[src/rtl/pci_tgt_responder.sv]
module pci_tgt_responder #(
  parameter logic [31:0] ID_WORD    = 32'hC0DE_1A2B,
  parameter logic [31:0] CLASS_WORD = 32'h0580_0001,
  parameter int          MEM_LOG2   = 12,
  parameter int          IO_LOG2_REQ = 8
) (
  input  logic        clk,
  input  logic        rst_n,
  input  logic        frame_n,
  input  logic        irdy_n,
  input  logic [3:0]  cbe_n,
  input  logic [31:0] ad_in,
  input  logic        idsel,
  output logic [31:0] ad_out,
  output logic        ad_oe,
  output logic        devsel_n,
  output logic        trdy_n,
  output logic        stop_n,
  output logic        lcl_wr,
  output logic        lcl_rd,
  output logic        lcl_io,
  output logic [31:0] lcl_addr,
  output logic [31:0] lcl_wdata,
  output logic [3:0]  lcl_be,
  input  logic [31:0] lcl_rdata
);
  localparam int IO_LOG2 = (IO_LOG2_REQ > 8) ? 8 : ((IO_LOG2_REQ < 2) ? 2 : IO_LOG2_REQ);
  localparam logic [15:0] CMD_WMASK = 16'h0147;
  localparam logic [15:0] STAT_WORD = 16'h0200;

  typedef enum logic [2:0] {S_IDLE, S_DEC, S_DATA, S_HOLD, S_TURN} st_t;

  st_t                  st;
  logic                 frame_q;
  logic [3:0]           cmd_q;
  logic [31:0]          addr_q;
  logic                 idsel_q;
  logic                 is_cfg_q;
  logic                 is_io_q;
  logic [15:0]          cmd_reg;
  logic [31-MEM_LOG2:0] mem_base;
  logic [31-IO_LOG2:0]  io_base;
  logic [31:0]          cfg_rd;

  function automatic logic [31:0] merge_be(input logic [31:0] old_w, input logic [31:0] new_w,
                                           input logic [3:0] en);
    logic [31:0] r;
    for (int b = 0; b < 4; b++)
      r[8*b +: 8] = en[b] ? new_w[8*b +: 8] : old_w[8*b +: 8];
    return r;
  endfunction

  wire addr_phase = (st == S_IDLE) && !frame_n && frame_q;
  wire is_wr      = cmd_q[0];
  wire mem_cmd    = (cmd_q == 4'b0110) || (cmd_q == 4'b0111) || (cmd_q == 4'b1100) ||
                    (cmd_q == 4'b1110) || (cmd_q == 4'b1111);
  wire io_cmd     = (cmd_q[3:1] == 3'b001);
  wire cfg_cmd    = (cmd_q[3:1] == 3'b101);
  wire mem_hit    = mem_cmd && cmd_reg[1] && (addr_q[31:MEM_LOG2] == mem_base);
  wire io_hit     = io_cmd && cmd_reg[0] && (addr_q[31:IO_LOG2] == io_base);
  wire cfg_hit    = cfg_cmd && idsel_q && (addr_q[1:0] == 2'b00);
  wire xfer       = (st == S_DATA) && !irdy_n;
  wire cfg_wr     = xfer && is_cfg_q && is_wr;
  wire [31:0] wr_word = merge_be(cfg_rd, ad_in, ~cbe_n);

  always_comb begin
    case (addr_q[7:2])
      6'd0:    cfg_rd = ID_WORD;
      6'd1:    cfg_rd = {STAT_WORD, cmd_reg};
      6'd2:    cfg_rd = CLASS_WORD;
      6'd4:    cfg_rd = {mem_base, {MEM_LOG2{1'b0}}};
      6'd5:    cfg_rd = {io_base, {(IO_LOG2-1){1'b0}}, 1'b1};
      default: cfg_rd = 32'h0;
    endcase
  end

  always_ff @(posedge clk or negedge rst_n) begin
    if (!rst_n) begin
      st       <= S_IDLE;
      frame_q  <= 1'b1;
      cmd_q    <= 4'h0;
      addr_q   <= 32'h0;
      idsel_q  <= 1'b0;
      is_cfg_q <= 1'b0;
      is_io_q  <= 1'b0;
      cmd_reg  <= 16'h0;
      mem_base <= '1;
      io_base  <= '1;
    end else begin
      frame_q <= frame_n;
      case (st)
        S_IDLE: if (addr_phase) begin
          cmd_q   <= cbe_n;
          addr_q  <= ad_in;
          idsel_q <= idsel;
          st      <= S_DEC;
        end
        S_DEC: begin
          is_cfg_q <= cfg_hit;
          is_io_q  <= io_hit;
          st       <= (mem_hit || io_hit || cfg_hit) ? S_DATA : S_IDLE;
        end
        S_DATA: if (!irdy_n) begin
          addr_q <= addr_q + 32'd4;
          if (frame_n)       st <= S_TURN;
          else if (is_cfg_q) st <= S_HOLD;
        end
        S_HOLD: if (frame_n) st <= S_TURN;
        default: st <= S_IDLE;
      endcase
      if (cfg_wr) begin
        case (addr_q[7:2])
          6'd1:    cmd_reg  <= wr_word[15:0] & CMD_WMASK;
          6'd4:    mem_base <= wr_word[31:MEM_LOG2];
          6'd5:    io_base  <= wr_word[31:IO_LOG2];
          default: ;
        endcase
      end
    end
  end

  assign devsel_n  = !((st == S_DATA) || (st == S_HOLD));
  assign trdy_n    = !(st == S_DATA);
  assign stop_n    = !(((st == S_DATA) || (st == S_HOLD)) && is_cfg_q);
  assign ad_oe     = (st == S_DATA) && !is_wr;
  assign ad_out    = is_cfg_q ? cfg_rd : lcl_rdata;
  assign lcl_wr    = xfer && is_wr && !is_cfg_q;
  assign lcl_rd    = xfer && !is_wr && !is_cfg_q;
  assign lcl_io    = is_io_q;
  assign lcl_addr  = addr_q;
  assign lcl_wdata = ad_in;
  assign lcl_be    = is_wr ? ~cbe_n : 4'hF;
endmodule

[config.mk]
export PLATFORM = sky130hd
export DESIGN_NAME = pci_tgt_responder
export DESIGN_NICKNAME = d
export VERILOG_FILES = /design/src/rtl/pci_tgt_responder.sv
export SDC_FILE = /design/constraint.sdc
export NUM_CORES = 1
export LEC_CHECK = 0
export CELL_PAD_IN_SITES_DETAIL_PLACEMENT = 1
export CELL_PAD_IN_SITES_GLOBAL_PLACEMENT = 2
export CORE_ASPECT_RATIO = 1.5
export CORE_MARGIN = 5
export CORE_UTILIZATION = 31
export CTS_BUF_LIST = sky130_fd_sc_hd__clkbuf_8
export DETAILED_ROUTE_END_ITERATION = 7
export HOLD_SLACK_MARGIN = 0.05
export PLACE_DENSITY = 0.85
export REMOVE_ABC_BUFFERS = 1
export SLEW_MARGIN = 10
export SYNTH_ARGS = -nofsm -noshare
export SYNTH_HDL_FRONTEND = slang
export SYNTH_SLANG_ARGS = --single-unit
export TNS_END_PERCENT = 5
[constraint.sdc]
create_clock -name clk -period 5.2 [get_ports clk]
set_input_delay 1.04 -clock clk [delete_from_list [all_inputs] [get_ports clk]]
set_output_delay 1.04 -clock clk [all_outputs]
set_load 0.05 [all_outputs]
# Word-level counts from Yosys, hierarchy flattened

Index checks and enable logic that the tools add are counted.

Input port bits: 73
Register bits: 92

Add/sub/neg operators: 1
Equality and inequality tests: 20
Reductions and logical operators: 41
Muxes and demuxes: 17
Bitwise operators: 1

Operator list:

| kind                                                                   | number |
|---|---|
| 32-bit one-hot mux with 5 select lines                                 | 1 |
| 32-bit two-way mux                                                     | 3 |
| 32-bit one-hot mux with 2 select lines                                 | 1 |
| 32-bit by 3-bit adder with 32-bit output (second input constant)       | 1 |
| 24-bit equality test                                                   | 1 |
| 8-bit two-way mux                                                      | 3 |
| 20-bit equality test                                                   | 1 |
| 1-bit logical AND                                                      | 17 |
| 3-bit two-way mux                                                      | 5 |
| 4-bit equality test (second input constant)                            | 3 |
| 6-bit by 3-bit equality test with 1-bit output (second input constant) | 2 |
| 3-bit one-hot mux with 4 select lines                                  | 1 |
| 4-bit by 3-bit equality test with 1-bit output (second input constant) | 2 |
| 2-bit AND reduction                                                    | 4 |
| 1-bit logical NOT                                                      | 7 |
| 1-bit logical OR                                                       | 7 |
| 7-bit two-way mux                                                      | 1 |
| 3-bit by 1-bit equality test with 1-bit output (second input constant) | 2 |
| 3-bit by 2-bit equality test with 1-bit output (second input constant) | 2 |
| 6-bit by 1-bit equality test with 1-bit output (second input constant) | 1 |
| 6-bit by 2-bit equality test with 1-bit output (second input constant) | 1 |
| 6-bit logical NOT                                                      | 1 |
| 2-bit != test (second input constant)                                  | 3 |
| 4-bit two-way mux                                                      | 1 |
| 9 further kinds                                                        | 9 |

# Depth between registers and ports, before layout

Word-level depth: 11
Gate-level depth with buffers: 9
Gate-level depth less buffers: 7

# Worst setup path before layout

Ideal clock, no wire load.

Path type: register to output
Start point: reg st[2]
End point: out lcl_rd
Path buffers: 1
Stages on the path, launching flop included: 7
Arrival time: 3.130 ns
Slack: 1.030 ns
Cell sequence: dfrtp_1 nor2b_1 inv_1 nor2_2 inv_2 clkbuf_1 nor4_1

Longest elaborated chain between the ends: 4

Ends and longest elaborated chain:

| item                                           | RTL line | text |
|---|---|---|
| from (decl)                                    | 33       | `st_t st;` |
| from (signal assigned)                         | 101      | `st <= (mem_hit \|\| io_hit \|\| cfg_hit) ? S_DATA : S_IDLE;` |
| 3-bit by 2-bit equality test with 1-bit output | 62       | `wire xfer = (st == S_DATA) && !irdy_n;` |
| 1-bit logical AND                              | 62       |  |
| 1-bit logical AND (2 in a row)                 | 128      | `assign lcl_rd = xfer && !is_wr && !is_cfg_q;` |
| to (decl)                                      | 20       | `output logic lcl_rd,` |

No other way between the ends.

# Worst setup path after layout

Start point: reg addr_q[3], in the netlist lcl_addr[3]
End point: out ad_out[14]

Longest elaborated chain between the ends: 3

Ends and longest elaborated chain:

| item                                                                         | RTL line | text |
|---|---|---|
| from (decl)                                                                  | 36       | `logic [31:0] addr_q;` |
| from (signal assigned)                                                       | 94       | `addr_q <= ad_in;` |
| from (signal assigned)                                                       | 104      | `addr_q <= addr_q + 32'd4;` |
| 6-bit by 3-bit equality test with 1-bit output, or another cell as far along | 67       | `case (addr_q[7:2])` |
| 32-bit one-hot mux with 5 select lines (*)                                   | 67       |  |
| 32-bit two-way mux (*)                                                       | 126      | `assign ad_out = is_cfg_q ? cfg_rd : lcl_rdata;` |
| to (decl)                                                                    | 14       | `output logic [31:0] ad_out,` |

Every way passes the cells marked *; elsewhere a longest branch is shown, timed or not.

==> metrics.yaml <==
outcome: "finished clean"
cts_root_buf: "clkbuf_8"
cts_tree: "done"
slowest_delay_ns: 0.83
synth.distinct_cells: 61
setup_ws_ns: 0.608
combPwrFrac_pct: 39.8
first_pass_iters: 4
rr_worst_depth: 7
overflow: 0
drt_iter0_drc: 237
fin_nets: 918
clkPwrFrac_pct: 22.4
postRouteAntennaNets: 0
clkTransAtPathRegs_ns: 0.08
grt_max_degree: 60
cts_setup_buffers: 0
grt_usage_pct: 20.3
io_pins: 180
numCtsBuffers: 9
place_congestion: 0.844
htreeDepth: 3
syn_area_per_cell_um2: 8.57
crit_arrival_ns: 3.55
crit_type: "flip-flop to primary output"
critPathMaxFanout: 13
yosys.area_share.adder_pct: 0.810
synth-xor-area-share_pct: 6.24
final-max-slew-violation-count: 0
maxSlewHeadroom_pct: 46.2
via_count: 5854
cp.required_ns: 4.16
fin_skew_ns: 0.0177
synth_flop_cell: "dfrtp_1"
p_per_area_mw_per_mm2: 301
hold_viol_final: 0
cts_sinks: 92
die_w_um: 125
area_delta_synth_final_pct: 32.3
power.leakage_nw: 3.21
antenna_found_initial: 0
die_y_um: 183
worstSetupStartpointType: "flip-flop"
grt_pass1_vias: 6309
num_rows: 63
p_int_mw: 1.41
drt_wl_total_um: 23900
synth.cell_area_mm2: 0.00618
syn_inst: 721
clk_path_buf_depth: 2
final_layout_size_suffix_gt1_share_pct: 12.4
synth_edf_count: 0
setup_tns_ns: 0
dieArea_mm2: 0.0229
cts_hold_buf: 0
whs_path_depth: 2
cts_resized: 0
numPortBuffers: 179
worst-path-buf-inv: 3
end_kind: "primary output"
placed_cell_area_mm2: 0.00796
drc: 0
synth_compound_area_share_pct: 19.3
diodes: 0
ys_ff_latch: 92
yosys.area_share.simple_pct: 21.7
swShare_pct: 42.8
async_flop_share_pct: 100
crit_slowest_cell: "clkdlybuf4s50_1"
tightest_slew_ns: 0.807
finalCritPeriodShare_pct: 88.3
period_minus_slack_ns: 4.59
cp.depth: 8
post-place-ws_ns: 1.01
ir_drop_mv: 0.124
pwr-share-seq_pct: 37.7
avgViaCountPerCell: 5.29
cp_cell_sequence: "inv_1 > ha_1 > nor4b_4 > and2_1 > buf_4 > a22oi_1 > a21oi_1 > clkdlybuf4s50_1"
power.switching_mw: 1.05
grt_pass1_wl_um: 36800
layout_common_cells: "clkdlybuf4s50_1 (178), nor2_1 (91), a21oi_1 (73)"
stdcell_area_mm2: 0.00817
layout_commonest_cell: "clkdlybuf4s50_1"
core_area_mm2: 0.0197
cp_top_family: "buffers and inverters"
clock_latency_ns: 0.38
yosysSeqAreaShare_pct: 38.2
wire_per_inst_um: 21.6
hold_path.class: "flip-flop to flip-flop"
synthMuxAreaShare_pct: 5.27
initial_utilization_pct: 31.4
rsz0062_at_grt: "no"
setup_viol: 0
fmax_mhz: 218
maxCapViolCount: 0
detailed_place_hpwl_um: 17900
synth_top_family_by_area: "simple AND/OR/NAND/NOR gates"
largest_register_ffs: 32
ys_warn_count: 0
-- layer usage --
layer | wire length (um) | part of all wire [%] | global-route usage (%) | vias to the layer above
met3 | 1110 | 4.6 | 3.67 | 39
met5 | 0 | 0 | 0 | -
met4 | 750 | 3.1 | 7.55 | 0
met2 | 12400 | 52 | 36.5 | 158
met1 | 9670 | 40 | 24.2 | 2891
li1 | - | - | - | 2766
-- worst reg2reg max path, stage by stage (launching register included) --
cell,delay [ns]
dfrtp_1,0.46
inv_1,0.13
ha_1,0.15
nor4b_4,0.33
and2_1,0.60
nand4_4,0.44
buf_4,0.38
mux2_4,0.33
-- cells by family (layout without fill, tap and decap cells) --
| family | Yosys count | after routing |
|---|---|---|
| AO/OA/AOI/OAI | 187 | 187 |
| adder cells (fa/ha/maj) | 4 | 4 |
| multiplexers | 28 | 28 |
| flip-flops | 92 | 92 |
| AND/OR/NAND/NOR | 267 | 267 |
| buffers and inverters | 99 | 224 |
| XOR/XNOR | 44 | 44 |
-- per-stage QoR --
| stage | total power [mW] | util (%) | hold slack [ns] | std cells |
|---|---|---|---|---|
| 2_1_floorplan | 1.45 | - | 0.446 | 635 |
| 3_3_place_gp | 1.91 | 40.4 | 0.459 | 1090 |
| 3_5_place_dp | 1.92 | 40.4 | 0.472 | 1090 |
| 4_1_cts | 2.48 | 41.5 | 0.490 | 1106 |
| 5_1_grt | 2.57 | 41.5 | 0.502 | 1106 |
| 6_report | 2.46 | 41.5 | 0.487 | 1106 |
-- path summary, 6_finish.rpt --
kind                       slack, ns        start           to
setup / recovery                0.61  lcl_addr[3]   ad_out[14]
hold / removal                  0.49   io_base[0]   io_base[0]
setup reg to reg                2.33  lcl_addr[3]  io_base[12]
max in group asynchronous       3.45        rst_n  io_base[11]
min in group asynchronous       0.73        rst_n   cmd_reg[2]
hold reg to reg                 0.49   io_base[0]   io_base[0]
-- power by group through the flow --
stage / Combinational, mW / Clock (mW) / Sequential [mW]
after floorplan: 0.341 / 0 / 1.11
after global placement: 0.979 / 0 / 0.935
after detailed placement: 0.985 / 0 / 0.939
after CTS: 0.989 / 0.560 / 0.927
after global routing: 1.04 / 0.585 / 0.945
final: 0.979 / 0.552 / 0.928
-- Yosys cell counts, types with 3 or more instances --
| cell type | number | area (um^2) |
|---|---|---|
| nand2_1 | 65 | 244 |
| nor2_1 | 91 | 342 |
| dfstp_2 | 45 | 1180 |
| nand2b_1 | 13 | 81.3 |
| a221oi_1 | 3 | 26.3 |
| o31ai_1 | 3 | 22.5 |
| xnor2_1 | 28 | 245 |
| dfrtp_1 | 47 | 1180 |
| a22o_1 | 23 | 201 |
| nand3_1 | 24 | 120 |
| mux2_4 | 4 | 60.1 |
| clkbuf_1 | 38 | 143 |
| a2bb2oi_1 | 7 | 61.3 |
| a21oi_1 | 73 | 365 |
| o22ai_1 | 15 | 93.8 |
| ha_1 | 4 | 50.1 |
| nor4_1 | 11 | 68.8 |
| or3_1 | 8 | 50.1 |
| o21ai_0 | 23 | 115 |
| mux2_1 | 11 | 124 |
| nor2b_1 | 5 | 31.3 |
| buf_4 | 33 | 248 |
| nand4_1 | 15 | 93.8 |
| a311oi_1 | 5 | 43.8 |
| buf_2 | 10 | 50.1 |
| mux2_2 | 9 | 101 |
| buf_1 | 3 | 11.3 |
| o21ai_1 | 3 | 15.0 |
| and3_1 | 9 | 56.3 |
| a31oi_1 | 3 | 18.8 |
| inv_1 | 12 | 45.0 |
| a22oi_1 | 16 | 120 |
| mux2i_1 | 4 | 40.0 |
| xor2_1 | 16 | 140 |
| nor3_1 | 7 | 35.0 |
| and2_1 | 3 | 18.8 |
-- final cells by class --
cell class                      count  area [um^2]
Fill cell                        2305        11500
Multi-Input combinational cell    530         3310
Sequential cell                    92         2360
Timing Repair Buffer              195         1910
Tap cell                          260          325
Clock buffer                       10          138
Clock inverter                      6         81.3
Inverter                           13         48.8
(Power assumes the default switching activity.)
